==> src/rtl/ctxseq_pkg.sv <==
package ctxseq_pkg;

  localparam int INSTR_W = 24;
  localparam int FIDX_W  = 7;
  localparam int XCNT_W  = 6;
  localparam int XREG_W  = 14;
  localparam int IMM_W   = 20;
  localparam int TGT_W   = 8;

  typedef enum logic [3:0] {
    OP_XFER   = 4'h1,
    OP_LDSCR  = 4'h2,
    OP_BRANCH = 4'h4,
    OP_WAIT   = 4'h5,
    OP_CTRL   = 4'h6,
    OP_SETF   = 4'h7
  } op_class_e;

  localparam logic [IMM_W-1:0] CTL_SWAP   = 20'h00007;
  localparam logic [IMM_W-1:0] CTL_COMMIT = 20'h00009;
  localparam logic [IMM_W-1:0] CTL_PTRLD  = 20'h0000A;
  localparam logic [IMM_W-1:0] CTL_END    = 20'h0000E;

  localparam int FLG_DIR   = 0;
  localparam int FLG_USAVE = 5;
  localparam int FLG_ULOAD = 6;
  localparam int FLG_BUSY  = 96;
  localparam int FLG_ASAVE = 100;
  localparam int FLG_ALOAD = 101;
  localparam int FLG_TRUE  = 104;

  typedef enum logic [1:0] {
    ST_IDLE = 2'd0,
    ST_RUN  = 2'd1,
    ST_XFER = 2'd2
  } seq_state_e;

  typedef struct packed {
    op_class_e          cls;
    logic [XCNT_W-1:0]  xcnt;
    logic [XREG_W-1:0]  xreg;
    logic [IMM_W-1:0]   imm;
    logic [TGT_W-1:0]   tgt;
    logic               pol;
    logic [FIDX_W-1:0]  fidx;
  } instr_dec_t;

endpackage

==> src/rtl/ctxseq_decode.sv <==
module ctxseq_decode
  import ctxseq_pkg::*;
(
  input  logic [INSTR_W-1:0] instr_i,
  output instr_dec_t         dec_o
);

  always_comb begin
    dec_o.cls  = op_class_e'(instr_i[23:20]);
    dec_o.xcnt = instr_i[19:14];
    dec_o.xreg = instr_i[13:0];
    dec_o.imm  = instr_i[19:0];
    dec_o.tgt  = instr_i[15:8];
    dec_o.pol  = instr_i[7];
    dec_o.fidx = instr_i[6:0];
  end

endmodule

==> src/rtl/ctxseq_flags.sv <==
module ctxseq_flags
  import ctxseq_pkg::*;
#(
  parameter int FLAG_N = 128
) (
  input  logic              clk,
  input  logic              rst_n,
  input  logic              wr_en_i,
  input  logic [FIDX_W-1:0] wr_idx_i,
  input  logic              wr_val_i,
  input  logic              usr_save_req_i,
  input  logic              usr_load_req_i,
  input  logic              auto_save_req_i,
  input  logic              auto_load_req_i,
  input  logic              engine_busy_i,
  input  logic [FIDX_W-1:0] rd_idx_i,
  output logic              rd_val_o,
  output logic              dir_o
);

  logic [FLAG_N-1:0] bit_q;
  logic [FLAG_N-1:0] req_vec;

  always_comb begin
    req_vec            = '0;
    req_vec[FLG_USAVE] = usr_save_req_i;
    req_vec[FLG_ULOAD] = usr_load_req_i;
    req_vec[FLG_ASAVE] = auto_save_req_i;
    req_vec[FLG_ALOAD] = auto_load_req_i;
  end

  for (genvar gi = 0; gi < FLAG_N; gi++) begin : g_flag
    if (gi == FLG_BUSY || gi == FLG_TRUE) begin : g_fixed
      assign bit_q[gi] = 1'b0;
    end else begin : g_store
      logic q;
      logic hit;
      logic en;
      assign hit = wr_en_i && (wr_idx_i == FIDX_W'(gi));
      assign en  = hit || req_vec[gi];
      always_ff @(posedge clk or negedge rst_n) begin
        if (!rst_n)  q <= 1'b0;
        else if (en) q <= req_vec[gi] | wr_val_i;
      end
      assign bit_q[gi] = q;
    end
  end

  always_comb begin
    if (rd_idx_i == FIDX_W'(FLG_BUSY))      rd_val_o = engine_busy_i;
    else if (rd_idx_i == FIDX_W'(FLG_TRUE)) rd_val_o = 1'b1;
    else                                    rd_val_o = bit_q[rd_idx_i];
  end

  assign dir_o = bit_q[FLG_DIR];


  setf_wr_chk: assert property (@(posedge clk) disable iff (!rst_n)
    (wr_en_i && !req_vec[wr_idx_i] && wr_idx_i != FIDX_W'(FLG_BUSY)
     && wr_idx_i != FIDX_W'(FLG_TRUE))
    |=> bit_q[$past(wr_idx_i)] == $past(wr_val_i));


  req_sticky_chk: assert property (@(posedge clk) disable iff (!rst_n)
    usr_load_req_i |=> bit_q[FLG_ULOAD]);

endmodule

==> src/rtl/ctxseq_top.sv <==
module ctxseq_top
  import ctxseq_pkg::*;
#(
  parameter int IADDR_W = 8,
  parameter int PTR_W   = 16,
  parameter int DATA_W  = 32,
  parameter int FLAG_N  = 128
) (
  input  logic               clk,
  input  logic               rst_n,
  input  logic               start_i,
  input  logic [PTR_W-1:0]   base_ptr_i,
  input  logic               usr_save_req_i,
  input  logic               usr_load_req_i,
  input  logic               auto_save_req_i,
  input  logic               auto_load_req_i,
  input  logic               engine_busy_i,
  output logic [IADDR_W-1:0] imem_addr_o,
  input  logic [INSTR_W-1:0] imem_data_i,
  output logic [XREG_W-1:0]  reg_addr_o,
  output logic               reg_rd_o,
  output logic               reg_wr_o,
  output logic [DATA_W-1:0]  reg_wdata_o,
  input  logic [DATA_W-1:0]  reg_rdata_i,
  output logic [PTR_W-1:0]   ctx_addr_o,
  output logic               ctx_rd_o,
  output logic               ctx_wr_o,
  output logic [DATA_W-1:0]  ctx_wdata_o,
  input  logic [DATA_W-1:0]  ctx_rdata_i,
  output logic [IMM_W-1:0]   scratch_o,
  output logic               ptr_swap_o,
  output logic               ptr_commit_o,
  output logic               busy_o,
  output logic               done_o
);

  seq_state_e          state_q, state_d;
  logic [IADDR_W-1:0]  pc_q, pc_d;
  logic [PTR_W-1:0]    ptr_q, ptr_d;
  logic [IMM_W-1:0]    scr_q, scr_d;
  logic [XREG_W-1:0]   xidx_q, xidx_d;
  logic [XCNT_W-1:0]   xleft_q, xleft_d;
  logic                run_en;

  instr_dec_t dec;
  logic       flag_rd;
  logic       dir;
  logic       fw_en;
  logic       in_xfer;

  ctxseq_decode u_dec (
    .instr_i (imem_data_i),
    .dec_o   (dec)
  );

  ctxseq_flags #(.FLAG_N(FLAG_N)) u_flags (
    .clk             (clk),
    .rst_n           (rst_n),
    .wr_en_i         (fw_en),
    .wr_idx_i        (dec.fidx),
    .wr_val_i        (dec.pol),
    .usr_save_req_i  (usr_save_req_i),
    .usr_load_req_i  (usr_load_req_i),
    .auto_save_req_i (auto_save_req_i),
    .auto_load_req_i (auto_load_req_i),
    .engine_busy_i   (engine_busy_i),
    .rd_idx_i        (dec.fidx),
    .rd_val_o        (flag_rd),
    .dir_o           (dir)
  );

  // Next-state logic
  always_comb begin
    state_d      = state_q;
    pc_d         = pc_q;
    ptr_d        = ptr_q;
    scr_d        = scr_q;
    xidx_d       = xidx_q;
    xleft_d      = xleft_q;
    fw_en        = 1'b0;
    ptr_swap_o   = 1'b0;
    ptr_commit_o = 1'b0;
    done_o       = 1'b0;
    unique case (state_q)
      ST_RUN: begin
        pc_d = pc_q + 1'b1;
        case (dec.cls)
          OP_XFER: begin
            if (dec.xcnt != '0) begin
              state_d = ST_XFER;
              pc_d    = pc_q;
              xidx_d  = dec.xreg;
              xleft_d = dec.xcnt;
            end
          end
          OP_LDSCR:  scr_d = dec.imm;
          OP_BRANCH: if (flag_rd != dec.pol) pc_d = IADDR_W'(dec.tgt);
          OP_WAIT:   if (flag_rd != dec.pol) pc_d = pc_q;
          OP_SETF:   fw_en = 1'b1;
          OP_CTRL: begin
            if (dec.imm == CTL_END) begin
              state_d = ST_IDLE;
              pc_d    = pc_q;
              done_o  = 1'b1;
            end
            if (dec.imm == CTL_SWAP)   ptr_swap_o   = 1'b1;
            if (dec.imm == CTL_COMMIT) ptr_commit_o = 1'b1;
            if (dec.imm == CTL_PTRLD)  ptr_d        = PTR_W'(scr_q);
          end
          default: ;
        endcase
      end
      ST_XFER: begin
        xidx_d  = xidx_q + 1'b1;
        ptr_d   = ptr_q + 1'b1;
        xleft_d = xleft_q - 1'b1;
        if (xleft_q == XCNT_W'(1)) begin
          state_d = ST_RUN;
          pc_d    = pc_q + 1'b1;
        end
      end
      default: ;
    endcase
    if (start_i) begin
      state_d = ST_RUN;
      pc_d    = '0;
      ptr_d   = base_ptr_i;
    end
  end

  assign run_en = (state_q != ST_IDLE) || start_i;

  // Registers
  always_ff @(posedge clk or negedge rst_n) begin
    if (!rst_n) state_q <= ST_IDLE;
    else        state_q <= state_d;
  end

  always_ff @(posedge clk or negedge rst_n) begin
    if (!rst_n) begin
      pc_q    <= '0;
      ptr_q   <= '0;
      scr_q   <= '0;
      xidx_q  <= '0;
      xleft_q <= '0;
    end else if (run_en) begin
      pc_q    <= pc_d;
      ptr_q   <= ptr_d;
      scr_q   <= scr_d;
      xidx_q  <= xidx_d;
      xleft_q <= xleft_d;
    end
  end

  // Port drive
  assign in_xfer     = (state_q == ST_XFER);
  assign imem_addr_o = pc_q;
  assign reg_addr_o  = xidx_q;
  assign ctx_addr_o  = ptr_q;
  assign reg_rd_o    = in_xfer &&  dir;
  assign ctx_wr_o    = in_xfer &&  dir;
  assign ctx_rd_o    = in_xfer && !dir;
  assign reg_wr_o    = in_xfer && !dir;
  assign ctx_wdata_o = reg_rdata_i;
  assign reg_wdata_o = ctx_rdata_i;
  assign scratch_o   = scr_q;
  assign busy_o      = (state_q != ST_IDLE);


  dir_excl_chk: assert property (@(posedge clk) disable iff (!rst_n)
    !(reg_wr_o && ctx_wr_o));


  xfer_ptr_chk: assert property (@(posedge clk) disable iff (!rst_n)
    (state_q == ST_XFER && !start_i) |=> ctx_addr_o == PTR_W'($past(ctx_addr_o) + 1'b1));


  wait_hold_chk: assert property (@(posedge clk) disable iff (!rst_n)
    (state_q == ST_RUN && dec.cls == OP_WAIT && flag_rd != dec.pol && !start_i)
    |=> (imem_addr_o == $past(imem_addr_o)) && busy_o);


  start_chk: assert property (@(posedge clk) disable iff (!rst_n)
    start_i |=> (imem_addr_o == '0) && (ctx_addr_o == $past(base_ptr_i)) && busy_o);


  end_chk: assert property (@(posedge clk) disable iff (!rst_n)
    (done_o && !start_i) |=> !busy_o);


  idle_quiet_chk: assert property (@(posedge clk) disable iff (!rst_n)
    !busy_o |-> !(reg_wr_o || ctx_wr_o || reg_rd_o || ctx_rd_o));

endmodule

==> config.mk <==
export PLATFORM = sky130hd
export DESIGN_NAME = ctxseq_top
export DESIGN_NICKNAME = d
export VERILOG_FILES = /design/src/rtl/ctxseq_pkg.sv /design/src/rtl/ctxseq_decode.sv /design/src/rtl/ctxseq_flags.sv /design/src/rtl/ctxseq_top.sv
export SDC_FILE = /design/constraint.sdc
export NUM_CORES = 1
export LEC_CHECK = 0
export ABC_CLOCK_PERIOD_IN_PS = 6300
export BUFFER_PORTS_ARGS = -buffer_cell sky130_fd_sc_hd__buf_2
export CAP_MARGIN = 20
export CORE_MARGIN = 10
export CORE_UTILIZATION = 45
export CTS_CLUSTER_DIAMETER = 100
export DETAILED_ROUTE_END_ITERATION = 16
export GPL_ROUTABILITY_DRIVEN = 0
export PLACE_DENSITY = 0.79
export SLEW_MARGIN = 20
export SYNTH_ARGS = -nofsm -noshare
export SYNTH_HDL_FRONTEND = slang
export SYNTH_HIERARCHICAL = 1
export SYNTH_SLANG_ARGS = --single-unit
==> constraint.sdc <==
create_clock -name clk -period 6.3 [get_ports clk]
set_input_delay 0 -clock clk [delete_from_list [all_inputs] [get_ports clk]]
set_output_delay 0 -clock clk [all_outputs]
set_load 0.01 [all_outputs]
# Yosys cells after proc, flatten, opt, wreduce, memory -nomap -nowiden
# Cells that the tools add are included.
# classes
n_lt_le_gt_ge	1
bitwise	4
muxes	39
n_mul	0
eq_ne	152
reduce_logical	144
n_div	0
shift	0
add_sub_neg	4
# op_table
operator	count
== test 7 bit, second input constant	64
== test 7 x 6 -> 1 bit, second input constant	32
logical AND 1 bit	128
== test 7 x 5 -> 1 bit, second input constant	16
== test 20 x 4 -> 1 bit, second input constant	3
== test 7 x 4 -> 1 bit, second input constant	8
two-way mux 16 bit	3
two-way mux 8 bit	6
one-hot mux 16 bit (2 select lines)	1
one-hot mux 8 bit (4 select lines)	1
== test 7 x 3 -> 1 bit, second input constant	4
two-way mux 14 bit	2
one-hot mux 14 bit (2 select lines)	1
== test 20 x 3 -> 1 bit, second input constant	1
!= test 4 bit, second input constant	5
adder 16 x 1 -> 16 bit, second input constant	1
== test 4 x 3 -> 1 bit, second input constant	4
one-hot mux 8 bit (2 select lines)	1
adder 14 x 1 -> 14 bit, second input constant	1
== test 7 x 2 -> 1 bit, second input constant	2
two-way mux 1 bit	14
two-way mux 6 bit	2
one-hot mux 6 bit (2 select lines)	1
adder 8 x 1 -> 8 bit, second input constant	1
other kinds (28)	42
# totals
input_bits	112
mem_bits_ro	0
output_inout_bits	130
n_memories	0
latch_bits	0
ff_bits	192
word_cells	476
ramBits	0

# Logic depth before layout (Yosys ltp)
# logic_depth
ltp_word	9
mapped_depth	17

# By module
# The synthesis kept the hierarchy.
# by_module_without_submodules
module	area_per_inst_um2	cells_each	n_inst
ctxseq_flags	6581.3	552	1
ctxseq_top	4516.8	518	1
ctxseq_decode	450.4	60	1

# Least setup slack after synthesis
# No wires, ideal clock.
# synth_timing
path_type	input-to-reg
start	input port imem_data_i[0]
end	register pc_q[5], in the netlist imem_addr_o[5]
stages	14
setup_slack_ns	3.390
arrival_ns	2.828
n_path_buf	3
path_cell_list	buf_4 buf_6 buf_12 mux2i_1 mux4_2 and3b_1 a211oi_2 o22ai_1 a211oi_1 xnor2_1 a21oi_1 a211o_1 or4_1 a31oi_1
# synth_via
elab_chain_cells	9
elab_cells_between_ends	15
classes_between	6 x eq/ne; 8 x mux; 1 x reduce/logical
# synth_lines
element	line_no	rtl
start: declaration	ctxseq_top.sv:19	input logic [INSTR_W-1:0] imem_data_i,
binary-select mux 1 bit (select 7 bit)	ctxseq_flags.sv:52	else rd_val_o = bit_q[rd_idx_i];
two-way mux 1 bit (not written as such)	ctxseq_flags.sv:52	
two-way mux 1 bit	ctxseq_flags.sv:51	else if (rd_idx_i == FIDX_W'(FLG_TRUE)) rd_val_o = 1'b1;
two-way mux 1 bit (*)	ctxseq_flags.sv:50	if (rd_idx_i == FIDX_W'(FLG_BUSY)) rd_val_o = engine_busy_i;
named net flag_rd	ctxseq_top.sv:46	logic flag_rd;
!= test 1 bit (*)	ctxseq_top.sv:97, ctxseq_top.sv:98	
two-way mux 8 bit	ctxseq_top.sv:97	OP_BRANCH: if (flag_rd != dec.pol) pc_d = IADDR_W'(dec.tgt);
one-hot mux 8 bit (4 select lines)	ctxseq_top.sv:87	case (dec.cls)
one-hot mux 8 bit (2 select lines)	ctxseq_top.sv:84	unique case (state_q)
two-way mux 8 bit	ctxseq_top.sv:124	if (start_i) begin
end signal: assignment	ctxseq_top.sv:147	pc_q <= pc_d;
end: declaration	ctxseq_top.sv:38	logic [IADDR_W-1:0] pc_q, pc_d;
# The timed path passes the listed nets; every way through them passes the cells marked *. The select of a mux whose other input is x is not followed.
# A chain may end at the register's enable or synchronous reset.

# Worst setup path after layout
# layout_timing
start	register u_flags.g_flag[39].g_store.q
end	register pc_q[5], in the netlist imem_addr_o[5]
# layout_via
elab_chain_cells	9
elab_cells_between_ends	11
classes_between	2 x eq/ne; 8 x mux; 1 x reduce/logical
# layout_lines
element	line_no	rtl
start: declaration	ctxseq_flags.sv:36	logic q;
start signal: assignment	ctxseq_flags.sv:43	else if (en) q <= req_vec[gi] | wr_val_i;
binary-select mux 1 bit (select 7 bit) (*)	ctxseq_flags.sv:52	
two-way mux 1 bit (not written as such) (*)	ctxseq_flags.sv:52	
two-way mux 1 bit (*)	ctxseq_flags.sv:51	
two-way mux 1 bit (*)	ctxseq_flags.sv:50	
named net flag_rd	ctxseq_top.sv:46	
!= test 1 bit (*)	ctxseq_top.sv:97, ctxseq_top.sv:98	
two-way mux 8 bit	ctxseq_top.sv:97	
one-hot mux 8 bit (4 select lines)	ctxseq_top.sv:87	
one-hot mux 8 bit (2 select lines)	ctxseq_top.sv:84	
two-way mux 8 bit	ctxseq_top.sv:124	
# Marked as above.

==> metrics <==
status finished, final reports clean; Worst path max stage delay 680 ps; Net Sw Frac 33.2%; Leakage Power 5.47 nW; Reg power frac 43.2%; Post-Synth XOR/XNOR Area 0.455%; dpl cells 1389; final hold vios 0; CP required 6660 ps; P_sw 1.22 mW; die footprint 32500 sq um; register bit total from synthesis 192; Finished Layout Cells 1454; core box area 25300 sq um; starting density of the core 45.7%; Maximum Capacitance Violations 0; reg2reg setup slack 2640 ps; gr ovfl total 0; Clock Skew 7.99 ps; Period Utilization, post-route 58.1%; Fin Setup TNS 0 ps; crit-path cells mux4_2, a22oi_1, nand2_1, a2111oi_0, a211oi_1, xnor2_1, a21oi_1, a211o_1, or4_1, a31oi_1; Slew Limit Headroom 26.0%; Crit Path Category flop to flop; cell taking the most area after synthesis dfrtp_1; critical path startpoint category flop; combinational fraction of design power 25.8%; Clk pwr share 31.0%; vias in the first global route 8912; Die Y 180 um; DRC viols 0; CTS tree built; Avg Inst Size Synth 10.2 sq um; I/O pin count 242; post-DP HPWL 21.0 mm; # port buffers 113; synth unique cells 67; syn_nets 1250; initial antenna violation count 0; Worst Tran Pin Value 1110 ps; CP max-delay cell a2111oi_0; synth top area cells dfrtp_1, mux2_2, buf_4; largest family of logic cells by synthesized area multiplexers; Final Slew Violations 0; sequential share of the synthesized area 41.6%; CP arrival 4020 ps; gr usage total 19.1%; Compound-Gate Fraction of Synth Area 8.61%; Post-Route WL 31.8 mm; Area Growth Syn to Fin 6.72%; Post-Synth Simple-Gate Area 15.1%; Synth top area share 41.6%; top_reg_cell synth dfrtp_1; FP Rows 58; vias per std cell 6.10; Reg clk slew, reported paths 70 ps; 1st-iter DRT viols 874; clock latency on the worst-skew pair 450 ps; Antenna Cells 0; P_int 2.46 mW; synth warn 6; Hold/Removal Path Class input port to primary output; Nets 1231; Worst setup EP type flop; Placement Setup Slack 2320 ps; mean routed wirelength per cell 21.9 um; number of setup buffers added after CTS 0; Async SR Flop Fraction 100%; Max IR drop VDD 0.000194 V; die width 180 um; Num CTS Buffers 17; Post-synth EDFFs 0; Clock Path Buffers 2; CTS Sinks 192; ANT nets after route 0; Syn Inst Count 1130; Netlist Area Pre-Place 11500 sq um; H-tree depth 4; First-pass DRT Iterations 5; Clock Tree Root clkbuf_16; P per Cell Area 298 nW/um^2; worst-path maximum fanout 14; largest net degree at the start of global routing 117; final setup violation count 0; share of layout cells above drive strength 1 30.1%; global-route wire length before repair 50.5 mm; mux contribution to synthesized area 21.9%; Util after Layout 48.8%; final worst slack 2640 ps; RSZ-0062 raised after global routing no; area share of fa/ha/maj cells after synthesis 0.867%; min cycle time layout 3660 ps; Max Clk Rate 273 MHz; total number of vias 8876
critical path: cells and delay by family (launching register included):
family          cells  cell delay [ps]
mux                 1              480
simple gates        2              620
flops               1              380
compound gates      6             1830
xor+xnor            1              270
per-layer routing:
metal / track usage [%] / vias to the layer above / part of all wire [%]
met3: 5.40 / 135 / 9.8
met1: 22.0 / 4354 / 36
met2: 31.5 / 510 / 49
li1: - / 3877 / -
met5: 0 / - / 0
met4: 10.4 / 0 / 4.8
kinds of logic (layout without fill, tap and decap cells):
kind of cell / after synthesis / in the layout
flip-flops: 192 / 192
AO/OA/AOI/OAI: 159 / 159
adder cells (fa/ha/maj): 8 / 8
multiplexers: 198 / 198
buffers and inverters: 209 / 203
AND/OR/NAND/NOR: 358 / 358
XOR/XNOR: 6 / 6
power by group through the flow:
stage	combinational [mW]	clock [mW]	sequential [mW]
after global routing	1.05	1.21	1.61
final	0.949	1.14	1.59
after global placement	0.903	0	1.60
after detailed placement	0.933	0	1.60
after CTS	0.953	1.15	1.58
after floorplan	0.610	0	1.61
worst paths after layout:
path	cells after the start	endpoint	startpoint
hold / removal	0	ctx_wdata_o[14]	reg_rdata_i[14]
hold reg to reg	1	u_flags/g_flag[90].g_store.q	u_flags/g_flag[90].g_store.q
setup reg to reg	10	imem_addr_o[5]	u_flags/g_flag[39].g_store.q
setup / recovery	10	imem_addr_o[5]	u_flags/g_flag[39].g_store.q
min in group asynchronous	2	u_flags/g_flag[46].g_store.q	rst_n
max in group asynchronous	3	u_flags/g_flag[90].g_store.q	rst_n
state kept, by name, indices dropped and copies added, names as in the netlist:
name                      cells
scratch_o                    20
reg_addr_o                   14
xleft_q                       6
imem_addr_o                   8
ctx_addr_o                   16
u_flags/dir_o                 1
u_flags/g_flag.g_store.q    125
state_q                       2
placed cells by master (no fill, tap or decap), drive strengths merged, types with 7 or more instances in the layout:
cell / count
a22oi: 8
nand3b: 9
and3: 17
mux2i: 27
nand4: 8
nor4: 10
buf: 125
or3: 7
dlygate4sd3: 33
nor3: 19
mux2: 143
nand2b: 8
clkbuf: 25
a21oi: 50
mux4: 28
nor2b: 12
dfrtp: 192
o21ai: 40
o22ai: 18
nand2: 109
inv: 10
ha: 8
nor2: 93
nand3: 35
metrics by stage:
stage / area, sq um / hold WS (ps) / total power, mW
3_5_place_dp: 11400 / 0.0686 / 2.54
6_report: 12300 / 0.00392 / 3.68
2_1_floorplan: 11500 / -296 / 2.22
4_1_cts: 12300 / 0.0686 / 3.68
3_3_place_gp: 11400 / 0.0686 / 2.50
5_1_grt: 12300 / 0.0151 / 3.87
area by class of cell:
class | instances | area (sq um)
clock inverter | 8 | 128
multi-input combinational | 729 | 5440
timing repair buffer | 159 | 1000
tap | 330 | 413
inverter | 12 | 45.0
fill | 2213 | 12900
sequential | 192 | 4800
clock buffer | 24 | 492
repair_timing:
action | CTS | global route
resized for setup | 0 | 0
endpoints found under the hold margin | 165 | 0
hold buffers | 33 | 0
endpoints found under the setup margin | 0 | 0
Yosys cell counts, types with 5 or more instances:
cell type,count
mux2_2,143
mux4_2,22
mux4_1,6
mux2i_1,27
nand3_1,35
buf_4,127
a31oi_1,5
nor4_1,9
nor2b_1,12
a22oi_1,8
nand4_1,8
o22ai_1,18
nand2_1,109
nand2b_1,7
nor2_1,93
and3_1,17
nand3b_1,9
dfrtp_1,192
a21oi_1,50
clkbuf_1,56
inv_1,10
xnor2_1,5
ha_1,8
or3_1,7
nor3_1,19
or2_2,5
o21ai_0,40
Power figures use the tool's default switching activity.
